<file path="config.mk">
export PLATFORM = sky130hd
export DESIGN_NAME = spi_byte_port
export DESIGN_NICKNAME = d
export VERILOG_FILES = /design/src/rtl/spi_byte_port_pkg.sv /design/src/rtl/spi_sclk_div.sv /design/src/rtl/spi_slave_sync.sv /design/src/rtl/spi_shift_core.sv /design/src/rtl/spi_status_regs.sv /design/src/rtl/spi_byte_port.sv
export SDC_FILE = /design/constraint.sdc
export NUM_CORES = 1
export LEC_CHECK = 0
export BUFFER_PORTS_ARGS = -buffer_cell sky130_fd_sc_hd__buf_2
export CAP_MARGIN = 30
export CORE_MARGIN = 4
export CORE_UTILIZATION = 59
export DETAILED_ROUTE_END_ITERATION = 8
export PLACE_DENSITY_LB_ADDON = 0.15
export SYNTH_ARGS = -nofsm -noshare
export SYNTH_HDL_FRONTEND = slang
export SYNTH_SLANG_ARGS = --single-unit
</file>
<file path="constraint.sdc">
create_clock -name clk -period 4.5 [get_ports clk]
set_clock_uncertainty 0.05 [all_clocks]
set_input_delay 0 -clock clk [delete_from_list [all_inputs] [get_ports clk]]
set_output_delay 0 -clock clk [all_outputs]
set_load 0.02 [all_outputs]
</file>
<file path="src/rtl/spi_byte_port_pkg.sv">
package spi_byte_port_pkg;
    localparam int BYTE_W   = 8;
    localparam int ST_DONE  = 7;
    localparam int ST_WCOL  = 6;
    localparam int ST_OVR   = 5;
    localparam logic ADDR_DATA = 1'b0;
    localparam logic ADDR_STAT = 1'b1;
endpackage

</file>
<file path="src/rtl/spi_sclk_div.sv">
module spi_sclk_div #(
    parameter int HALF_DIV = 4
) (
    input  logic clk,
    input  logic rst_n,
    input  logic run,
    output logic tick
);
    localparam int CW = (HALF_DIV > 1) ? $clog2(HALF_DIV) : 1;

    typedef struct packed {
        logic [CW-1:0] cnt;
    } div_t;

    div_t st_d, st_q;

    always_comb begin
        st_d = st_q;
        tick = run && (st_q.cnt == CW'(HALF_DIV - 1));
        if (!run || tick) begin
            st_d.cnt = '0;
        end else begin
            st_d.cnt = st_q.cnt + 1'b1;
        end
    end

    always_ff @(posedge clk or negedge rst_n) begin
        if (!rst_n) st_q <= '0;
        else        st_q <= st_d;
    end
endmodule

</file>
<file path="src/rtl/spi_slave_sync.sv">
module spi_slave_sync (
    input  logic clk,
    input  logic rst_n,
    input  logic sclk_raw,
    input  logic ss_n_raw,
    input  logic mosi_raw,
    output logic sclk_rise,
    output logic sclk_fall,
    output logic ss_edge,
    output logic ss_n_s,
    output logic mosi_s
);
    typedef struct packed {
        logic [2:0] sclk_p;
        logic [2:0] ss_p;
        logic [1:0] mosi_p;
    } sync_t;

    sync_t st_d, st_q;

    always_comb begin
        st_d.sclk_p = {st_q.sclk_p[1:0], sclk_raw};
        st_d.ss_p   = {st_q.ss_p[1:0], ss_n_raw};
        st_d.mosi_p = {st_q.mosi_p[0], mosi_raw};
        sclk_rise = st_q.sclk_p[1] & ~st_q.sclk_p[2];
        sclk_fall = ~st_q.sclk_p[1] & st_q.sclk_p[2];
        ss_edge   = st_q.ss_p[1] ^ st_q.ss_p[2];
        ss_n_s    = st_q.ss_p[1];
        mosi_s    = st_q.mosi_p[1];
    end

    always_ff @(posedge clk or negedge rst_n) begin
        if (!rst_n) begin
            st_q.sclk_p <= '0;
            st_q.ss_p   <= '1;
            st_q.mosi_p <= '0;
        end else begin
            st_q <= st_d;
        end
    end
endmodule

</file>
<file path="src/rtl/spi_shift_core.sv">
module spi_shift_core #(
    parameter int W = 8
) (
    input  logic         clk,
    input  logic         rst_n,
    input  logic         master_mode,
    input  logic         load,
    input  logic [W-1:0] load_data,
    input  logic         tick,
    input  logic         miso_bit,
    input  logic         s_rise,
    input  logic         s_fall,
    input  logic         s_ss_edge,
    input  logic         s_ss_n,
    input  logic         s_mosi,
    output logic         ser_out,
    output logic         sclk,
    output logic         busy,
    output logic         done,
    output logic [W-1:0] rx_byte
);
    localparam int BW = $clog2(W + 1);

    typedef struct packed {
        logic [W-1:0]  shreg;
        logic          smp;
        logic [BW-1:0] bits;
        logic          sclk;
        logic          busy;
        logic          done;
    } sh_t;

    sh_t st_d, st_q;

    always_comb begin
        st_d      = st_q;
        st_d.done = 1'b0;
        if (master_mode) begin
            if (load && !st_q.busy) begin
                st_d.shreg = load_data;
                st_d.busy  = 1'b1;
                st_d.bits  = '0;
                st_d.sclk  = 1'b0;
            end else if (st_q.busy && tick) begin
                if (!st_q.sclk) begin
                    st_d.sclk = 1'b1;
                    st_d.smp  = miso_bit;
                end else begin
                    st_d.sclk  = 1'b0;
                    st_d.shreg = {st_q.shreg[W-2:0], st_q.smp};
                    if (st_q.bits == BW'(W - 1)) begin
                        st_d.bits = '0;
                        st_d.busy = 1'b0;
                        st_d.done = 1'b1;
                    end else begin
                        st_d.bits = st_q.bits + 1'b1;
                    end
                end
            end
        end else begin
            st_d.busy = 1'b0;
            st_d.sclk = 1'b0;
            if (load) begin
                st_d.shreg = load_data;
            end
            if (s_ss_edge) begin
                st_d.bits = '0;
            end else if (!s_ss_n) begin
                if (s_rise) begin
                    st_d.smp = s_mosi;
                end else if (s_fall) begin
                    if (!load) st_d.shreg = {st_q.shreg[W-2:0], st_q.smp};
                    if (st_q.bits == BW'(W - 1)) begin
                        st_d.bits = '0;
                        st_d.done = 1'b1;
                    end else begin
                        st_d.bits = st_q.bits + 1'b1;
                    end
                end
            end
        end
    end

    always_ff @(posedge clk or negedge rst_n) begin
        if (!rst_n) st_q <= '0;
        else        st_q <= st_d;
    end

    assign ser_out = st_q.shreg[W-1];
    assign sclk    = st_q.sclk;
    assign busy    = st_q.busy;
    assign done    = st_q.done;
    assign rx_byte = st_q.shreg;

    // shift register frozen while master SCLK is high
    a_r8_mosi_hold: assert property (@(posedge clk) disable iff (!rst_n)
        (master_mode && $past(master_mode) && st_q.busy && st_q.sclk) |-> $stable(st_q.shreg));
    // idle master keeps SCLK low
    a_r11_idle_low: assert property (@(posedge clk) disable iff (!rst_n)
        (!st_q.busy) |-> !st_q.sclk);
    // slave-select edge restarts the bit count
    a_r10_ss_restart: assert property (@(posedge clk) disable iff (!rst_n)
        (!master_mode && s_ss_edge) |=> (st_q.bits == '0));
endmodule

</file>
<file path="src/rtl/spi_status_regs.sv">
module spi_status_regs
    import spi_byte_port_pkg::*;
(
    input  logic              clk,
    input  logic              rst_n,
    input  logic              cpu_sel,
    input  logic              cpu_we,
    input  logic              cpu_addr,
    input  logic              xfer_done,
    input  logic [BYTE_W-1:0] rx_byte,
    input  logic              wcol_evt,
    output logic [BYTE_W-1:0] rbuf,
    output logic [BYTE_W-1:0] status
);
    typedef struct packed {
        logic [BYTE_W-1:0] rbuf;
        logic              done;
        logic              ovr;
        logic              wcol;
        logic              armed;
    } rg_t;

    rg_t  st_d, st_q;
    logic stat_rd, data_acc, clear_done;

    always_comb begin
        st_d       = st_q;
        stat_rd    = cpu_sel && !cpu_we && (cpu_addr == ADDR_STAT);
        data_acc   = cpu_sel && (cpu_addr == ADDR_DATA);
        clear_done = data_acc && st_q.armed;

        if (clear_done) begin
            st_d.done  = 1'b0;
            st_d.armed = 1'b0;
        end
        if (stat_rd) begin
            st_d.ovr  = 1'b0;
            st_d.wcol = 1'b0;
            if (st_q.done) st_d.armed = 1'b1;
        end
        if (xfer_done) begin
            if (st_d.done) begin
                st_d.ovr = 1'b1;
            end else begin
                st_d.rbuf = rx_byte;
                st_d.done = 1'b1;
            end
        end
        if (wcol_evt) st_d.wcol = 1'b1;

        status          = '0;
        status[ST_DONE] = st_q.done;
        status[ST_WCOL] = st_q.wcol;
        status[ST_OVR]  = st_q.ovr;
        rbuf            = st_q.rbuf;
    end

    always_ff @(posedge clk or negedge rst_n) begin
        if (!rst_n) st_q <= '0;
        else        st_q <= st_d;
    end

    // a completed byte always leaves the flag set
    a_r3_flag_set: assert property (@(posedge clk) disable iff (!rst_n)
        xfer_done |=> st_q.done);
    // overrun keeps the earlier byte
    a_r5_keep_buffer: assert property (@(posedge clk) disable iff (!rst_n)
        (xfer_done && st_q.done && !clear_done) |=> (st_q.ovr && $stable(st_q.rbuf)));
    // an unarmed data access does not clear the flag
    a_r4_needs_arming: assert property (@(posedge clk) disable iff (!rst_n)
        (data_acc && !st_q.armed && st_q.done) |=> st_q.done);
    // overrun is sticky until a status read
    a_r6_ovr_sticky: assert property (@(posedge clk) disable iff (!rst_n)
        (!stat_rd && st_q.ovr) |=> st_q.ovr);
endmodule

</file>
<file path="src/rtl/spi_byte_port.sv">
module spi_byte_port
    import spi_byte_port_pkg::*;
#(
    parameter int HALF_DIV = 4
) (
    input  logic              clk,
    input  logic              rst_n,
    input  logic              master_mode,
    input  logic              cpu_sel,
    input  logic              cpu_we,
    input  logic              cpu_addr,
    input  logic [BYTE_W-1:0] cpu_wdata,
    output logic [BYTE_W-1:0] cpu_rdata,
    output logic              sclk_out,
    output logic              mosi_out,
    input  logic              miso_in,
    input  logic              sclk_in,
    input  logic              ss_n_in,
    input  logic              mosi_in,
    output logic              miso_out
);
    logic              tick, busy, done, ser_out, sclk_int;
    logic              s_rise, s_fall, s_ss_edge, s_ss_n, s_mosi;
    logic              wr_data, wcol_evt;
    logic [BYTE_W-1:0] rx_byte, rbuf, status;

    assign wr_data  = cpu_sel && cpu_we && (cpu_addr == ADDR_DATA);
    assign wcol_evt = wr_data && master_mode && busy;

    spi_sclk_div #(.HALF_DIV(HALF_DIV)) u_div (
        .clk(clk), .rst_n(rst_n), .run(busy), .tick(tick)
    );

    spi_slave_sync u_sync (
        .clk(clk), .rst_n(rst_n),
        .sclk_raw(sclk_in), .ss_n_raw(ss_n_in), .mosi_raw(mosi_in),
        .sclk_rise(s_rise), .sclk_fall(s_fall), .ss_edge(s_ss_edge),
        .ss_n_s(s_ss_n), .mosi_s(s_mosi)
    );

    spi_shift_core #(.W(BYTE_W)) u_core (
        .clk(clk), .rst_n(rst_n), .master_mode(master_mode),
        .load(wr_data), .load_data(cpu_wdata), .tick(tick),
        .miso_bit(miso_in), .s_rise(s_rise), .s_fall(s_fall),
        .s_ss_edge(s_ss_edge), .s_ss_n(s_ss_n), .s_mosi(s_mosi),
        .ser_out(ser_out), .sclk(sclk_int), .busy(busy), .done(done),
        .rx_byte(rx_byte)
    );

    spi_status_regs u_regs (
        .clk(clk), .rst_n(rst_n), .cpu_sel(cpu_sel), .cpu_we(cpu_we),
        .cpu_addr(cpu_addr), .xfer_done(done), .rx_byte(rx_byte),
        .wcol_evt(wcol_evt), .rbuf(rbuf), .status(status)
    );

    always_comb begin
        cpu_rdata = (cpu_addr == ADDR_STAT) ? status : rbuf;
        sclk_out  = master_mode & sclk_int;
        mosi_out  = master_mode & ser_out;
        miso_out  = ~master_mode & ~ss_n_in & ser_out;
    end

    // a write during a master exchange raises write collision
    a_r7_wcol: assert property (@(posedge clk) disable iff (!rst_n)
        (wr_data && master_mode && busy) |=> status[ST_WCOL]);
    // slave mode never drives SCLK or MOSI
    a_r11_slave_quiet: assert property (@(posedge clk) disable iff (!rst_n)
        !master_mode |-> (!sclk_out && !mosi_out));
endmodule

</file>
==> summary.md, run 1 <==
| Metric | Value |
|---|---|
| Delay-heaviest family, CP | `compound AO/OA/AOI/OAI gates` |
| Count of input and output buffers | `28` |
| Leak pwr | `1.04 nW` |
| Power per cell area | `a little over 300 nW/um^2` |
| CP endpoint kind | `register` |
| Die height | `62.5 um` |
| Placer Congestion | `0.744` |
| Mean routed wirelength per cell | `~16 um` |
| Die Wd | `~62 um` |
| P_sw | `approximately 0.00017 W` |
| Cts bufs inserted | `5` |
| Reg-to-Reg Start | `u_sync.ss_n_s$_DFF_PN1_` |
| Initial Utilization | `slightly above 60%` |
| Final number of setup-violating endpoints | `0` |
| CTS resizes | `0` |
| Core footprint | `about 2800 um^2` |
| Storage element area | `between 900 and 1000 um^2` |
| First-pass GRT wire length | `just over 6000 um` |
| Worst-Margin Slew | `between 800 and 900 ps` |
| Critical Path Start | `u_sync.ss_n_s$_DFF_PN1_` |
| Slew headroom | `between 40% and 50%` |
| Final Hold Viols | `0` |
| Slowest-stage cell, CP | `or3_4` |
| Critical Path AT | `between 1500 and 2000 ps` |
| TritonCTS clock tree | `yes` |
| Max clock buf depth | `2` |
| Largest net degree at the start of global routing | `39` |
| Fill count | `between 150 and 200` |
| Startpoint Class | `register` |
| Final Max Slew Viols | `0` |
| DRT Wirelength | `roughly 3700 um` |
| RSZ-0062 raised after global routing | `false` |
| Logic gate share of total power | `around an eighth` |
| Min cycle time layout | `~1700 ps` |
| Clk pin slew, worst setup/hold paths | `approximately 120 ps` |
| Post-layout total power | `roughly 0.00065 W` |
| Starting DRT DRC Count | `76` |
| Antenna viol nets, final | `0` |
| Setup_tns | `0 ps` |
| Syn Std Cell Area | `1750 um^2` |
| Stages on worst setup path | `4` |
| Clock net sink count | `38` |
| Initial antenna violation count | `0` |
| WP buf/inv | `0` |
| Crit-path cells | `or3_4 > o31ai_4 > a22oi_1 > o2bb2ai_1` |
| Gate count of the mapped netlist | `~140` |
| Post-synthesis net count | `163` |
| Post-CTS Setup Bufs | `0` |
| Final worst path period share | `between 30% and 40%` |
| Worst Path Required | `about 4700 ps` |
| Die area | `just under 4000 um^2` |
| Max Cap Viol | `0` |
| Mean Syn Cell Area | `between 10 and 15 um^2` |
| Clk Latency, worst-skew pair | `approximately 360 ps` |
| Placement Rows | `19` |
| Crit-path max FO | `8` |
| Status | `completed` |
| Number of H-tree levels | `2` |
| Crit Path Category | `reg2reg` |
| Pint | `slightly below 0.0005 W` |
| VDD IR max | `between 200 and 250 uV` |
| Min-Delay Path Class | `in2async` |
| Detailed placer's ending HPWL | `roughly 2300 um` |
| Boundary Pins | `29` |
| Register area share after synthesis | `between 50% and 60%` |
| Nets | `211` |
| Via density | `5.92` |
| Share of layout cells above drive strength 1 | `between 30% and 40%` |
| Hold buffers post-CTS | `18` |
| Reg2reg end | `u_core.rx_byte[4]$_DFFE_PN0P_` |
| GRT overflow | `0` |
| Sequential Power Share | `approximately three fifths` |
| Setup crit end | `u_core.rx_byte[4]$_DFFE_PN0P_` |
| Gr usage total | `approximately 20%` |
| Multi-input gate area | `around 760 um^2` |
| Fmax | `591 MHz` |
| DRC viols | `0` |
| CP peak stage delay | `420 ps` |
| Layout area overhead | `22.6%` |
| Power share of the clock group | `between 20% and 30%` |
| Clock Tree Root | `clkbuf_4` |
| Cells on worst reg2reg path | `4` |
| Distinct cells, synth | `41` |
| Yosys warns | `0` |
| Antenna Cells | `0` |
| Sw Ratio | `a little over a quarter` |
| Seq cells post-synth | `38` |
| Worst R2R Setup Slack | `between 2000 and 3000 ps` |
| Via count | `~1.3k` |
| First drt pass iteration count | `4` |
| Vias in the first global route | `1268` |
registers in the layout, summed over array words and instances, names as in the netlist:
signal	count
u_core.rx_byte	8
u_regs.rbuf	8
u_core.st_q	5
u_sync.st_d	4
u_regs.status	3
u_div.st_q	2
u_sync.st_q	2
u_core.busy	1
u_core.done	1
u_core.sclk	1
u_regs.st_q	1
u_sync.mosi_s	1
u_sync.ss_n_s	1
per-layer routing:
metal	routed length [um]	global-route usage, %
met1	1640	27.5
met2	1730	30.1
met3	204	7.19
met4	83	8.26
met5	0	0
how the worst min path moves through the flow:
stage	end	cells after the start	startpoint
after floorplan	u_core.busy$_DFFE_PN0P_	0	rst_n
after global placement	u_sync.st_d[1]$_DFF_PN0_	1	mosi_in
after detailed placement	u_sync.st_d[1]$_DFF_PN0_	1	mosi_in
after CTS	u_sync.st_d[1]$_DFF_PN0_	2	mosi_in
after global routing	u_sync.st_d[1]$_DFF_PN0_	2	mosi_in
final	u_regs.st_q[0]$_DFF_PN0_	2	rst_n
Yosys cell counts:
master / n / share of area, %
o22ai_1: 1 / 0.36
buf_2: 4 / 1.1
xor2_1: 1 / 0.50
a2111oi_0: 1 / 0.50
a21bo_2: 2 / 1.1
o2bb2ai_1: 8 / 4.0
mux2_2: 12 / 7.7
or3_4: 1 / 0.64
a21oi_2: 1 / 0.50
nand3b_1: 3 / 1.3
ha_1: 2 / 1.4
and4_1: 1 / 0.50
nand2_1: 5 / 1.1
o21ai_0: 3 / 0.86
a32o_1: 2 / 1.1
o211ai_2: 1 / 0.72
and2_1: 4 / 1.4
nor2_1: 6 / 1.3
a22o_1: 1 / 0.50
nand3_1: 4 / 1.1
nand2b_1: 2 / 0.72
a22oi_1: 9 / 3.9
nor3_2: 1 / 0.57
a211o_1: 1 / 0.50
and3_1: 2 / 0.72
o31ai_4: 1 / 1.2
o32ai_1: 1 / 0.50
dfrtp_1: 35 / 50
a41o_1: 1 / 0.57
o21ba_2: 1 / 0.57
buf_1: 1 / 0.21
inv_1: 4 / 0.86
nor2b_1: 7 / 2.5
a41oi_1: 1 / 0.50
dfstp_2: 3 / 4.5
nor3_1: 1 / 0.29
and3b_1: 2 / 1.0
mux2_1: 1 / 0.64
nor3b_1: 2 / 0.86
o211a_1: 1 / 0.57
a21oi_1: 3 / 0.86
kinds of logic (layout without fill, tap and decap cells):
group,count (synthesis),count (layout),share of synthesized area (%)
muxes,13,13,8.37
DFF,38,38,54.6
buffers and inverters,9,58,2.22
xor gates and xnor gates,1,1,0.501
adders and majority gates,2,2,1.43
AOI/OAI and AO/OA,39,39,18.9
and+or+nand+nor,41,41,14.0
metrics by stage:
| step | instances | hold WS, ps | cell area (um^2) | setup slack [ps] | utilization [%] |
|---|---|---|---|---|---|
| floorplan | 143 | -346 | 1750 | 2940 | - |
| global placement | 197 | 60.9 | 1900 | 2880 | 67.9 |
| detailed placement | 197 | 60.3 | 1900 | 2840 | 67.9 |
| CTS | 223 | 233 | 2140 | 2830 | 76.4 |
| global route | 223 | 239 | 2140 | 2690 | 76.4 |
| finish | 223 | 209 | 2140 | 2810 | 76.4 |
layout make-up:
| class | instances | area share, % |
|---|---|---|
| clock buffer | 7 | 2.57 |
| clock inverter | 1 | 0.233 |
| inverter | 4 | 0.700 |
| multi-input combinational | 96 | 35.2 |
| sequential | 38 | 44.5 |
| tap | 31 | 1.81 |
| timing repair buffer | 46 | 14.9 |
worst reg2reg max path, delay by kind of cell (launching register included):
kind             cells  cell delay (ps)
AND/OR/NAND/NOR      1              420
flip-flops           1              400
AO/OA/AOI/OAI        3              760
layout by cell type, fill, tap and decap left out, types with 2 or more instances in the layout:
| master | n |
|---|---|
| nor2_1 | 6 |
| mux2_2 | 12 |
| a32o_1 | 2 |
| o21ai_0 | 3 |
| a22oi_1 | 9 |
| dfstp_2 | 3 |
| nand2b_1 | 2 |
| and3b_1 | 2 |
| ha_1 | 2 |
| and2_1 | 4 |
| clkbuf_4 | 5 |
| o2bb2ai_1 | 8 |
| inv_1 | 4 |
| and3_1 | 2 |
| nand3_1 | 4 |
| nor2b_1 | 7 |
| buf_2 | 28 |
| nand3b_1 | 3 |
| nand2_1 | 5 |
| nor3b_1 | 2 |
| a21oi_1 | 3 |
| a21bo_2 | 2 |
| dfrtp_1 | 35 |
| dlygate4sd3_1 | 18 |
power by group through the flow:
stage	Sequential (W)	Clock (W)	Combinational, W
after floorplan	0.000383	0	0.0000455
after global placement	0.000388	0	0.0000670
final	0.000383	0.000186	0.0000829
after global routing	0.000387	0.000211	0.0000919
after CTS	0.000382	0.000189	0.0000830
after detailed placement	0.000389	0	0.0000699
Power figures use the tool's default switching activity.
==> run 2, diff against run 1 <==
--- a/config.mk
+++ b/config.mk
@@ -8,7 +8,7 @@
 export BUFFER_PORTS_ARGS = -buffer_cell sky130_fd_sc_hd__buf_2
 export CAP_MARGIN = 30
 export CORE_MARGIN = 4
-export CORE_UTILIZATION = 59
+export CORE_UTILIZATION = 55
 export DETAILED_ROUTE_END_ITERATION = 8
 export PLACE_DENSITY_LB_ADDON = 0.15
 export SYNTH_ARGS = -nofsm -noshare
==> constraint.sdc (replaced) <==
create_clock -name clk -period 1.6 [get_ports clk]
set_clock_uncertainty 0.05 [all_clocks]
set_input_delay 0 -clock clk [delete_from_list [all_inputs] [get_ports clk]]
set_output_delay 0 -clock clk [all_outputs]
set_load 0.02 [all_outputs]
==> summary.md, run 2 (synthesis results as in run 1) <==
| Metric | Value |
|---|---|
| Status | `completed` |
| Multi-input gate area | `821 um^2` |
| Min-Delay Path Class | `in2reg` |
| Final worst path period share | `a little over nine tenths` |
| Most common cell after layout, fill and taps aside | `dfrtp_1` |
| Clk pin slew, worst setup/hold paths | `120 ps` |
| WHS | `about 22 ps` |
| Fill count | `between 200 and 250` |
| Layout area overhead | `33.4%` |
| Die Wd | `roughly 64 um` |
| Post-Layout Cell Count | `243` |
| CP endpoint kind | `register` |
| Via density | `5.54` |
| Final number of setup-violating endpoints | `0` |
| Met1 Usage GRT | `between 20% and 30%` |
| Design Area, Final | `2330 um^2` |
| Antenna viol nets, final | `0` |
| Storage element area | `between 900 and 1000 um^2` |
| RSZ-0062 raised after global routing | `true` |
| VDD IR max | `approximately 680 uV` |
| Count of input and output buffers | `28` |
| Clk Latency, worst-skew pair | `approximately 350 ps` |
| First-pass GRT wire length | `~6500 um` |
| Gr usage total | `20.6%` |
| Die height | `approximately 64 um` |
| Final Hold Viols | `0` |
| Startpoint Class | `register` |
| TritonCTS clock tree | `yes` |
| Min cycle time layout | `~1600 ps` |
| Final Max Slew Viols | `0` |
| GRT overflow | `0` |
| Number of H-tree levels | `2` |
| Via count | `between 1k and 1.5k` |
| Placement Rows | `20` |
| Busiest layer in global routing | `met2` |
| Crit-path max FO | `4` |
| Max clock buf depth | `2` |
| Met2 Use GR | `34.0%` |
| First drt pass iteration count | `4` |
| Clock Tree Root | `clkbuf_4` |
| Power per cell area | `around 940 nW/um^2` |
| Most frequent cells in the layout | `dfrtp_1, buf_2, dlygate4sd3_1` |
| Max Cap Viol | `0` |
| Critical Path AT | `between 1500 and 2000 ps` |
| Core footprint | `3050 um^2` |
| Mean routed wirelength per cell | `roughly 16 um` |
| Cts bufs inserted | `5` |
| DRT Wirelength | `3930 um` |
| Placed cell count | `216` |
| Clock net sink count | `38` |
| Share of layout cells above drive strength 1 | `between 30% and 40%` |
| Crit Path Category | `reg2reg` |
| Leak pwr | `1.11 nW` |
| Boundary Pins | `29` |
| Antenna Cells | `0` |
| Placer Congestion | `0.803` |
| Worst-Margin Slew | `467 ps` |
| DRC viols | `0` |
| Slew headroom | `68.9%` |
| Vias in the first global route | `1401` |
| Initial antenna violation count | `0` |
| Met3 Use GR | `4.04%` |
| Nets | `roughly 220` |
| Fmax | `about 630 MHz` |
| Initial Utilization | `57.3%` |
| Worst Path Required | `1800 ps` |
| Placed cell area | `a little under 2000 um^2` |
| Starting DRT DRC Count | `78` |
| Largest net degree at the start of global routing | `39` |
| Detailed placer's ending HPWL | `around 2400 um` |
| Die area | `between 4000 and 5000 um^2` |
==> run 2: cell count changes in the layout (fill, tap and decap cells not counted), sizes merged <==
cell / previous run / this run
buf: 28 / 35
bufinv: 0 / 2
clkbuf: 7 / 6
clkinv: 1 / 0
==> run 2: layout make-up <==
| type | count | area share [%] |
|---|---|---|
| Clock buffer | 6 | 2.20 |
| Clock inverter | 2 | 2.57 |
| Inverter | 4 | 0.643 |
| Multi-Input combinational cell | 96 | 35.2 |
| Sequential cell | 38 | 40.9 |
| Tap cell | 44 | 2.36 |
| Timing Repair Buffer | 53 | 16.1 |
==> run 2: worst paths after layout <==
check                                          from                    endpoint  slack [ps]  depth (start not counted)
max in group asynchronous                     rst_n    u_sync.st_q[4]$_DFF_PN1_         990                          3
min                                        cpu_addr  u_regs.status[5]$_DFF_PN0_          20                          3
max reg2reg                u_sync.st_q[4]$_DFF_PN1_  u_core.st_q[7]$_DFFE_PN0P_          20                          3
max                        u_sync.st_q[4]$_DFF_PN1_  u_core.st_q[7]$_DFFE_PN0P_          20                          3
min in group asynchronous                     rst_n       u_core.done$_DFF_PN0_         160                          3
min reg2reg                u_sync.st_d[1]$_DFF_PN0_     u_sync.mosi_s$_DFF_PN0_         320                          0
==> run 2: power breakdown <==
part	total [W]	internal, W	switching, W	leakage [nW]
clock	0.000854	0.000529	0.000324	0.0585
sequential	0.00108	0.00103	0.0000564	0.495
combinational	0.000252	0.000128	0.000124	0.555
==> run 2: timing repair <==
action / 4_1_cts / 5_1_grt
pin swaps: 1 / 3
setup buffers: 1 / 0
hold endpoints to repair: 55 / 0
hold buffers: 18 / 0
setup endpoints to repair: 11 / 19
gates resized for setup: 4 / 10
==> run 2: critical path: stages (launching register included) <==
cell     delay, ps
dfstp_2        400
or3_4          430
o32ai_4        220
mux2_2         380
==> run 2: metal layers <==
| layer | routed length [um] | vias up |
|---|---|---|
| li1 | - | 646 |
| met1 | 1730 | 660 |
| met2 | 1960 | 34 |
| met3 | 163 | 7 |
| met4 | 76 | 0 |
| met5 | 0 | - |
==> run 2: through the flow <==
step / total power [W] / setup TNS, ps / util, % / worst slack (ps)
2_1_floorplan: 0.00120 / 0 / - / 35.5
3_3_place_gp: 0.00129 / -42.4 / 64.4 / -21.0
3_5_place_dp: 0.00130 / -489 / 64.4 / -65.0
4_1_cts: 0.00218 / 0 / 74.7 / 22.7
5_1_grt: 0.00229 / -166 / 76.4 / -80.6
6_report: 0.00219 / 0 / 76.4 / 19.7
